[src/rtl/phy_cfg_pkg.sv]
package phy_cfg_pkg;

  typedef enum logic [3:0] {
    TM_LEGACY = 4'd0,
    TM_MMC_HS = 4'd1,
    TM_SD_HS  = 4'd2,
    TM_SDR12  = 4'd3,
    TM_SDR25  = 4'd4,
    TM_SDR50  = 4'd5,
    TM_SDR104 = 4'd6,
    TM_DDR50  = 4'd7,
    TM_DDR52  = 4'd8,
    TM_HS200  = 4'd9,
    TM_HS400  = 4'd10
  } timing_e;

  localparam int REG_W       = 32;
  localparam int ASYNC_BIT   = 4;
  localparam int DQDDR_LSB   = 8;
  localparam int CMD_DDR_BIT = 16;
  localparam int SDIO_BIT    = 28;
  localparam int SLOW_BIT    = 29;

  typedef enum logic [2:0] {
    ST_IDLE, ST_SDIO, ST_SLOW, ST_GATE, ST_FUNC, ST_UNGATE, ST_INIT, ST_WAIT
  } seq_e;

  typedef struct packed {
    logic hi;
    logic legacy;
    logic sdio;
    logic slow;
    logic dq_ddr;
    logic cmd_ddr;
    logic dq_async;
  } plan_t;

endpackage

[src/rtl/phy_cfg_decode.sv]
module phy_cfg_decode
  import phy_cfg_pkg::*;
(
  input  logic [3:0] timing,
  input  logic       sdio,
  input  logic       slow_pref,
  input  logic       hi_freq,
  output plan_t      plan
);

  always_comb begin
    plan          = '0;
    plan.hi       = hi_freq;
    plan.sdio     = sdio;
    plan.legacy   = (timing == TM_LEGACY);
    plan.dq_async = 1'b1;
    unique case (timing_e'(timing))
      TM_LEGACY: plan.slow = slow_pref & ~hi_freq;
      TM_MMC_HS, TM_SD_HS, TM_SDR12, TM_SDR25:
        plan.slow = ~hi_freq & (sdio | slow_pref);
      default: plan.slow = 1'b0;
    endcase
    unique case (timing_e'(timing))
      TM_HS400: begin
        plan.dq_ddr   = 1'b1;
        plan.cmd_ddr  = 1'b1;
        plan.dq_async = 1'b0;
      end
      TM_DDR50, TM_DDR52: begin
        plan.dq_ddr  = 1'b1;
        plan.cmd_ddr = 1'b1;
      end
      default: begin
        plan.dq_ddr  = 1'b0;
        plan.cmd_ddr = 1'b0;
      end
    endcase
  end

endmodule

[src/rtl/phy_cfg_seq.sv]
module phy_cfg_seq
  import phy_cfg_pkg::*;
#(
  parameter int CLK_W = 8,
  parameter int BW_W  = 2
) (
  input  logic             clk,
  input  logic             rst_n,
  input  logic             req_valid,
  input  logic [3:0]       req_timing,
  input  logic [CLK_W-1:0] req_clk_code,
  input  logic [BW_W-1:0]  req_bus_width,
  input  plan_t            plan,
  input  logic             init_done,
  output logic             req_ready,
  output plan_t            plan_q,
  output logic             sdio_we,
  output logic             slow_we,
  output logic             gate,
  output logic             func_we,
  output logic             ungate,
  output logic             init_start
);

  seq_e             state_q, state_d;
  logic [CLK_W-1:0] prev_clk_q;
  logic [BW_W-1:0]  prev_bw_q;
  logic [3:0]       prev_tm_q;
  logic             prev_vld_q;
  logic             dup, accept, load_en;

  assign req_ready = (state_q == ST_IDLE);
  assign accept    = req_valid & req_ready;
  assign dup       = prev_vld_q && (req_clk_code == prev_clk_q) &&
                     (req_bus_width == prev_bw_q) && (req_timing == prev_tm_q);
  assign load_en   = accept & ~dup;

  always_comb begin
    state_d = state_q;
    unique case (state_q)
      ST_IDLE:   if (load_en) state_d = plan.legacy ? ST_SLOW : ST_SDIO;
      ST_SDIO:   state_d = ST_SLOW;
      ST_SLOW:   state_d = (plan_q.slow | plan_q.legacy) ? ST_INIT : ST_GATE;
      ST_GATE:   state_d = ST_FUNC;
      ST_FUNC:   state_d = ST_UNGATE;
      ST_UNGATE: state_d = ST_INIT;
      ST_INIT:   state_d = ST_WAIT;
      ST_WAIT:   if (init_done) state_d = ST_IDLE;
      default:   state_d = ST_IDLE;
    endcase
  end

  always_ff @(posedge clk or negedge rst_n) begin
    if (!rst_n) begin
      state_q    <= ST_IDLE;
      plan_q     <= '0;
      prev_clk_q <= '0;
      prev_bw_q  <= '0;
      prev_tm_q  <= '0;
      prev_vld_q <= 1'b0;
    end else begin
      state_q <= state_d;
      if (load_en) begin
        plan_q     <= plan;
        prev_clk_q <= req_clk_code;
        prev_bw_q  <= req_bus_width;
        prev_tm_q  <= req_timing;
        prev_vld_q <= 1'b1;
      end
    end
  end

  assign sdio_we    = (state_q == ST_SDIO);
  assign slow_we    = (state_q == ST_SLOW);
  assign gate       = (state_q == ST_GATE);
  assign func_we    = (state_q == ST_FUNC);
  assign ungate     = (state_q == ST_UNGATE);
  assign init_start = (state_q == ST_INIT);


  dup_keeps_ready_chk: assert property (@(posedge clk) disable iff (!rst_n)
    (req_valid && req_ready && dup) |=> req_ready);


  busy_until_done_chk: assert property (@(posedge clk) disable iff (!rst_n)
    (!req_ready && !init_done) |=> !req_ready);


  init_pulse_chk: assert property (@(posedge clk) disable iff (!rst_n)
    init_start |=> !init_start);

endmodule

[src/rtl/phy_cfg_regs.sv]
module phy_cfg_regs
  import phy_cfg_pkg::*;
#(
  parameter int DQ_LANES = 8
) (
  input  logic             clk,
  input  logic             rst_n,
  input  logic             sdio_we,
  input  logic             slow_we,
  input  logic             gate,
  input  logic             func_we,
  input  logic             ungate,
  input  logic             sdio_val,
  input  logic             slow_val,
  input  logic             dq_ddr_val,
  input  logic             cmd_ddr_val,
  input  logic             async_val,
  output logic [REG_W-1:0] func_word,
  output logic [REG_W-1:0] timing_word,
  output logic             card_clk_en
);

  localparam logic [REG_W-1:0] FUNC_RST = REG_W'(1) << ASYNC_BIT;

  logic [REG_W-1:0] func_d, timing_d;
  logic             clk_en_d;

  always_comb begin
    func_d = func_word;
    if (func_we) begin
      func_d[DQDDR_LSB +: DQ_LANES] = {DQ_LANES{dq_ddr_val}};
      func_d[CMD_DDR_BIT]           = cmd_ddr_val;
      func_d[ASYNC_BIT]             = async_val;
    end
    timing_d = timing_word;
    if (sdio_we) timing_d[SDIO_BIT] = sdio_val;
    if (slow_we) timing_d[SLOW_BIT] = slow_val;
    clk_en_d = card_clk_en;
    if (gate)   clk_en_d = 1'b0;
    if (ungate) clk_en_d = 1'b1;
  end

  always_ff @(posedge clk or negedge rst_n) begin
    if (!rst_n) begin
      func_word   <= FUNC_RST;
      timing_word <= '0;
      card_clk_en <= 1'b1;
    end else begin
      func_word   <= func_d;
      timing_word <= timing_d;
      card_clk_en <= clk_en_d;
    end
  end


  func_gated_chk: assert property (@(posedge clk) disable iff (!rst_n)
    !$stable(func_word) |-> (!card_clk_en && !$past(card_clk_en)));

endmodule

[src/rtl/phy_speed_cfg.sv]
module phy_speed_cfg
  import phy_cfg_pkg::*;
#(
  parameter int CLK_W    = 8,
  parameter int BW_W     = 2,
  parameter int DQ_LANES = 8
) (
  input  logic             clk,
  input  logic             rst_n,
  input  logic             req_valid,
  output logic             req_ready,
  input  logic [3:0]       req_timing,
  input  logic             req_sdio,
  input  logic             req_slow_pref,
  input  logic             req_hi_freq,
  input  logic [CLK_W-1:0] req_clk_code,
  input  logic [BW_W-1:0]  req_bus_width,
  output logic             card_clk_en,
  output logic [31:0]      phy_func_ctrl,
  output logic [31:0]      phy_timing_adj,
  output logic             init_start,
  input  logic             init_done
);

  plan_t plan, plan_q;
  logic  sdio_we, slow_we, gate, func_we, ungate;

  phy_cfg_decode u_decode (
    .timing    (req_timing),
    .sdio      (req_sdio),
    .slow_pref (req_slow_pref),
    .hi_freq   (req_hi_freq),
    .plan      (plan)
  );

  phy_cfg_seq #(.CLK_W(CLK_W), .BW_W(BW_W)) u_seq (
    .clk           (clk),
    .rst_n         (rst_n),
    .req_valid     (req_valid),
    .req_timing    (req_timing),
    .req_clk_code  (req_clk_code),
    .req_bus_width (req_bus_width),
    .plan          (plan),
    .init_done     (init_done),
    .req_ready     (req_ready),
    .plan_q        (plan_q),
    .sdio_we       (sdio_we),
    .slow_we       (slow_we),
    .gate          (gate),
    .func_we       (func_we),
    .ungate        (ungate),
    .init_start    (init_start)
  );

  phy_cfg_regs #(.DQ_LANES(DQ_LANES)) u_regs (
    .clk         (clk),
    .rst_n       (rst_n),
    .sdio_we     (sdio_we),
    .slow_we     (slow_we),
    .gate        (gate),
    .func_we     (func_we),
    .ungate      (ungate),
    .sdio_val    (plan_q.sdio),
    .slow_val    (plan_q.slow),
    .dq_ddr_val  (plan_q.dq_ddr),
    .cmd_ddr_val (plan_q.cmd_ddr),
    .async_val   (plan_q.dq_async),
    .func_word   (phy_func_ctrl),
    .timing_word (phy_timing_adj),
    .card_clk_en (card_clk_en)
  );


  slow_needs_low_freq_chk: assert property (@(posedge clk) disable iff (!rst_n)
    $rose(phy_timing_adj[SLOW_BIT]) |-> !plan_q.hi);


  no_gate_when_slow_chk: assert property (@(posedge clk) disable iff (!rst_n)
    $fell(card_clk_en) |-> !plan_q.slow);

endmodule

[config.mk]
export PLATFORM = sky130hd
export DESIGN_NAME = phy_speed_cfg
export DESIGN_NICKNAME = d
export VERILOG_FILES = /design/src/rtl/phy_cfg_pkg.sv /design/src/rtl/phy_cfg_decode.sv /design/src/rtl/phy_cfg_seq.sv /design/src/rtl/phy_cfg_regs.sv /design/src/rtl/phy_speed_cfg.sv
export SDC_FILE = /design/constraint.sdc
export NUM_CORES = 1
export LEC_CHECK = 0
export BUFFER_PORTS_ARGS = -buffer_cell sky130_fd_sc_hd__clkbuf_2
export CORE_UTILIZATION = 49
export CTS_BUF_LIST = sky130_fd_sc_hd__clkbuf_4
export DETAILED_ROUTE_END_ITERATION = 10
export PLACE_DENSITY = 0.92
export SLEW_MARGIN = 40
export SYNTH_ARGS = -nofsm -noshare
export SYNTH_HDL_FRONTEND = slang
export SYNTH_SLANG_ARGS = --single-unit
export TNS_END_PERCENT = 50
[constraint.sdc]
create_clock -name clk -period 2.2 [get_ports clk]
set_input_delay 0 -clock clk [delete_from_list [all_inputs] [get_ports clk]]
set_output_delay 0 -clock clk [all_outputs]
set_load 0.02 [all_outputs]
Word-level counts from Yosys, hierarchy flattened
Cells that the tools add are included.

operators by class
  eq/ne operators = 19
  multiplexer cells = 10
  bitwise gates (word level) = 8
  reductions and logical operators = 9

operator list
  kind                                                             number
  3-bit one-hot mux with 8 select lines                            1
  3-bit == test, second input constant                             4
  3-bit two-way mux                                                3
  4-bit by 2-bit == test with 1-bit output, second input constant  2
  4-bit by 3-bit == test with 1-bit output, second input constant  2
  4-bit == test, second input constant                             2
  8-bit == test                                                    1
  3-bit by 2-bit == test with 1-bit output, second input constant  2
  1-bit bitwise AND                                                4
  4-bit by 1-bit == test with 1-bit output, second input constant  1
  4-bit == test                                                    1
  4-bit zero test                                                  1
  2-bit two-way mux                                                2
  2-bit != test, second input constant                             2
  4-bit OR reduction                                               1
  3-bit by 1-bit == test with 1-bit output, second input constant  1
  1-bit logical AND                                                3
  3-bit zero test                                                  1
  1-bit two-way mux                                                3
  3-bit OR reduction                                               1
  2-bit == test                                                    1
  1-bit inverter                                                   2
  1-bit OR                                                         2
  1-bit one-hot mux with 2 select lines                            1
  2 further kinds                                                  2

word-level totals
  register bits after elaboration = 37
  bits of input ports = 21

Longest topological paths before layout
  word-level depth = 8
  mapped depth = 7
  gate-level depth less buffers = 7

By module
From an unflattened synthesis, not the netlist that was laid out.

unflattened totals
  cells, all modules = 181
  area, all modules = 1950.6 um^2

modules (own cells, without submodules)
  module          times used  cells an instance  area each (um^2)  sequential area each (um^2)
  phy_cfg_seq     1           96                 1201.2            625.6
  phy_cfg_regs    1           73                 666.9             152.6
  phy_cfg_decode  1           12                 82.6              0.0

Least setup slack after synthesis
Ideal clock, no wire load.

  path kind = register -> register
  start point = reg u_seq.prev_bw_q[0]
  end point = reg u_seq.prev_bw_q[0]
  setup time = 0.125 ns
  data arrival time = 1.776 ns
  setup slack = 0.299 ns
  cell stages (with the launch flop) = 7
  buffers on the path = 1
  period minus slack after synthesis = 1.901 ns
  path through = dfrtp_1 xnor2_1 nand3_1 or4_4 and3_4 buf_6 mux2_4

between the ends
  longest elaborated chain between the ends = 5

ends and longest elaborated chain
  what                    RTL line           text
  start, declared         phy_cfg_seq.sv:27  logic [BW_W-1:0] prev_bw_q;
  start signal, assigned  phy_cfg_seq.sv:66  prev_bw_q <= req_bus_width;
  2-bit == test           phy_cfg_seq.sv:35  (req_bus_width == prev_bw_q) && (req_timing == prev_tm_q);
  1-bit logical AND       phy_cfg_seq.sv:34  assign dup = prev_vld_q && (req_clk_code == prev_clk_q) &&
  1-bit logical AND       phy_cfg_seq.sv:35
  1-bit inverter          phy_cfg_seq.sv:36  assign load_en = accept & ~dup;
  1-bit bitwise AND       phy_cfg_seq.sv:36

No other way between the ends.
A chain may end at the register's enable or synchronous reset.

Worst setup path in the final report
  start point = reg u_seq.prev_tm_q[0]
  end point = reg u_seq.prev_clk_q[7]

between the ends
  longest elaborated chain between the ends = 4

ends and longest elaborated chain
  what                    RTL line           text
  start, declared         phy_cfg_seq.sv:28  logic [3:0] prev_tm_q;
  start signal, assigned  phy_cfg_seq.sv:67  prev_tm_q <= req_timing;
  4-bit == test           phy_cfg_seq.sv:35
  1-bit logical AND       phy_cfg_seq.sv:35
  1-bit inverter          phy_cfg_seq.sv:36
  1-bit bitwise AND       phy_cfg_seq.sv:36
  end signal, assigned    phy_cfg_seq.sv:65  prev_clk_q <= req_clk_code;
  end, declared           phy_cfg_seq.sv:26  logic [CLK_W-1:0] prev_clk_q;

No other way between the ends.

==> metrics.cfg <==
[critical_path]
path_delay_family = simple AND/OR/NAND/NOR gates
critPathCaptureType = register
critPathRequiredTime_ns = 2.42
worstPathCellList = xnor2_1 -> nand4_1 -> or4_4 -> and3_4 -> mux2_4
cp.arrival_ns = 2.27
cpMaxStageDelayCell = or4_4
cp_max_fo = 20
reg2reg_from = u_seq.prev_tm_q[0]
start_kind = register
crit_buf_inv = 0
crit_start = u_seq.prev_tm_q[0]
slowest_delay_ns = 0.56
worstSetupPathType = reg2reg

[pwr]
switching_share = 0.384
intPower_mw = 1.63
p_leak_nw = 1.06
power_density_mw_per_mm2 = 1230
pwr-share-clk = 0.128
p_sw_mw = 1.01
ir_drop_v = 0.00103
p_seq_frac = 0.369
combPwrFrac = 0.502

[grt]
grt_pass1_vias = 1184
antenna_found_initial = 0
grt_pass1_wl_mm = 5.21
globalRouteOverflowTotal = 0
grt_start_max_net_pins = 29
grt_use_total = 0.157

[floorplanning]
die_h_um = 65.6
die-area_mm2 = 0.00431
ioPinCount = 88
start_util = 0.526
num_rows = 22
core_region_area_mm2 = 0.00377
chipWidth_um = 65.6

[logic_synthesis]
ys_warn_count = 0
postSynthAreaPerCell_um2 = 10.7
ys_types = 32
netlist_instances = 185
syn_area_mm2 = 0.00198
synth-seq-cells = 28
ys_seq_area_frac = 0.354

[clocking]
ctsHtreeMaxLevel = 1
cts_inserted_buffers = 3
clkSlewWorstSetupHoldPaths_ns = 0.17
clk_latency_ns = 0.34
post_cts_resized = 0
root_buffer = clkbuf_4
cts_tree = done
clock_path_buffers = 2
clkSinkCount = 28

[layout]
layout-drive-gt1-share = 0.303
layout_commonest_cell = conb_1
syn_to_final_growth_pct = 8.07
fillers = 341
antennaDiodeCount = 0
multi_input_area_um2 = 977
final_nets = 254
layout_common_cells = 52 x conb_1, 35 x clkbuf_2, 26 x dfrtp_1, 19 x mux2_4, 15 x dlygate4sd3_1
seq_area_um2 = 703

[timing]
min_period_ns = 2.05
fin_skew_ns = 0.0241
rsz0062_at_grt = no
worst_pin_slew_ns = 0.685
relSlewSlack = 0.544
tns_ns = 0
maxSlewViolCount = 0
setup-violations-final = 0
clock.fmax_mhz = 487
worst_slack_ns = 0.148
hold_viol = 0
post-route-period-util = 0.933

[route]
wirelength_mm = 3.16
wl_per_cell_um = 11.4
via_per_inst = 4.45
ant_nets = 0
drt_iter0_markers = 8
vias = 1229
first_pass_iters = 4
drc_errors = 0

[run_status]
status = finished clean

[hold_path]
hp-class = in2reg
hp-start = req_valid

[placement]
hpwl_mm = 2.33
portBuffers = 35
pre_cts_ws_ns = 0.188
gp_congestion = 0.859

[flow_run]
max_cap_violations = 0

cells in the mapped netlist (all sizes together):
cell | count | share of area
dfrtp | 26 | 0.33
nand2 | 4 | 0.0076
ha | 4 | 0.025
nand4b | 1 | 0.0044
or4 | 1 | 0.0057
buf | 62 | 0.24
nor2b | 3 | 0.0095
nor4 | 2 | 0.0063
or3 | 1 | 0.0032
clkbuf | 1 | 0.0019
xnor2 | 14 | 0.062
conb | 1 | 0.0019
a2111oi | 1 | 0.0044
and3 | 1 | 0.0057
nand4 | 3 | 0.0095
o21ai | 2 | 0.0050
o21a | 2 | 0.0076
nor3 | 3 | 0.0076
a211oi | 3 | 0.011
nand2b | 2 | 0.0063
a21oi | 5 | 0.013
and2 | 1 | 0.0032
mux2 | 23 | 0.17
mux2i | 1 | 0.0050
inv | 5 | 0.0095
dfstp | 2 | 0.026
or2 | 1 | 0.0032
nor2 | 7 | 0.013
a31o | 1 | 0.0044
nand3 | 2 | 0.0050
flip-flops by register name, summed over array words and instances, names as in the netlist:
register and cells:
u_regs.card_clk_en 1, u_regs.func_word 2, u_regs.timing_word 2, u_seq.plan_q 5
u_seq.prev_bw_q 2, u_seq.prev_clk_q 8, u_seq.prev_tm_q 4, u_seq.prev_vld_q 1
u_seq.state_q 3
cell families after synthesis:
logic type	after synthesis	synth area share
multiplexers	24	0.171
buffers and inverters	68	0.250
AO/OA/AOI/OAI	14	0.0454
XOR/XNOR	14	0.0618
other	1	0.00189
AND/OR/NAND/NOR	32	0.0902
flip-flops	28	0.354
adder cells (fa/ha/maj)	4	0.0252
power by group through the flow:
stage / combinational, mW / clock [mW] / sequential [mW]
global route: 1.45 / 0.363 / 1.01
finish: 1.33 / 0.339 / 0.976
floorplan: 1.18 / 0 / 0.969
CTS: 1.34 / 0.347 / 0.978
global placement: 1.26 / 0 / 0.976
detailed placement: 1.31 / 0 / 0.983
repair_timing:
action | 4_1_cts | 5_1_grt
buffers inserted | 0 | 0
endpoints found under the hold margin | 40 | 0
hold buffers | 15 | 0
metal layers:
metal / routed length, um / up-vias / track usage
met5: 0 / - / 0
met4: 27 / 0 / 0.0245
met3: 137 / 4 / 0.0382
met2: 1660 / 56 / 0.290
met1: 1330 / 578 / 0.185
li1: - / 591 / -
final timing paths:
kind	endpoint	cells after the start	slack (ns)
max reg2reg	u_seq.prev_clk_q[7]	5	0.15
max in group asynchronous	u_seq.prev_clk_q[6]	2	1.53
max	u_seq.prev_clk_q[7]	5	0.15
min in group asynchronous	u_seq.state_q[0]	2	0.21
min reg2reg	u_seq.prev_vld_q	1	0.49
min	u_seq.state_q[2]	3	0.02
metrics by stage:
step | cell area [um^2] | cells | power, mW | hold slack [ns] | util
after floorplan | 2180 | 236 | 2.15 | -0.296 | -
after global placement | 1940 | 257 | 2.24 | 0.0608 | 0.515
after detailed placement | 1940 | 257 | 2.30 | 0.0746 | 0.515
after CTS | 2140 | 276 | 2.67 | 0.0193 | 0.569
after global routing | 2140 | 276 | 2.83 | 0.0137 | 0.569
final | 2140 | 276 | 2.64 | 0.0229 | 0.569
cell type report:
cell class | count | share of cell area
Inverter | 5 | 0.00875
Sequential cell | 28 | 0.328
Tap cell | 48 | 0.0280
Clock buffer | 3 | 0.0105
Multi-Input combinational cell | 140 | 0.456
Clock inverter | 1 | 0.0140
Timing Repair Buffer | 51 | 0.155
worst min-delay path, cell delays in order:
cell and delay [ns]:
clkbuf_2 0.12, a21oi_1 0.16, a211oi_1 0.07
Power figures use the tool's default switching activity.
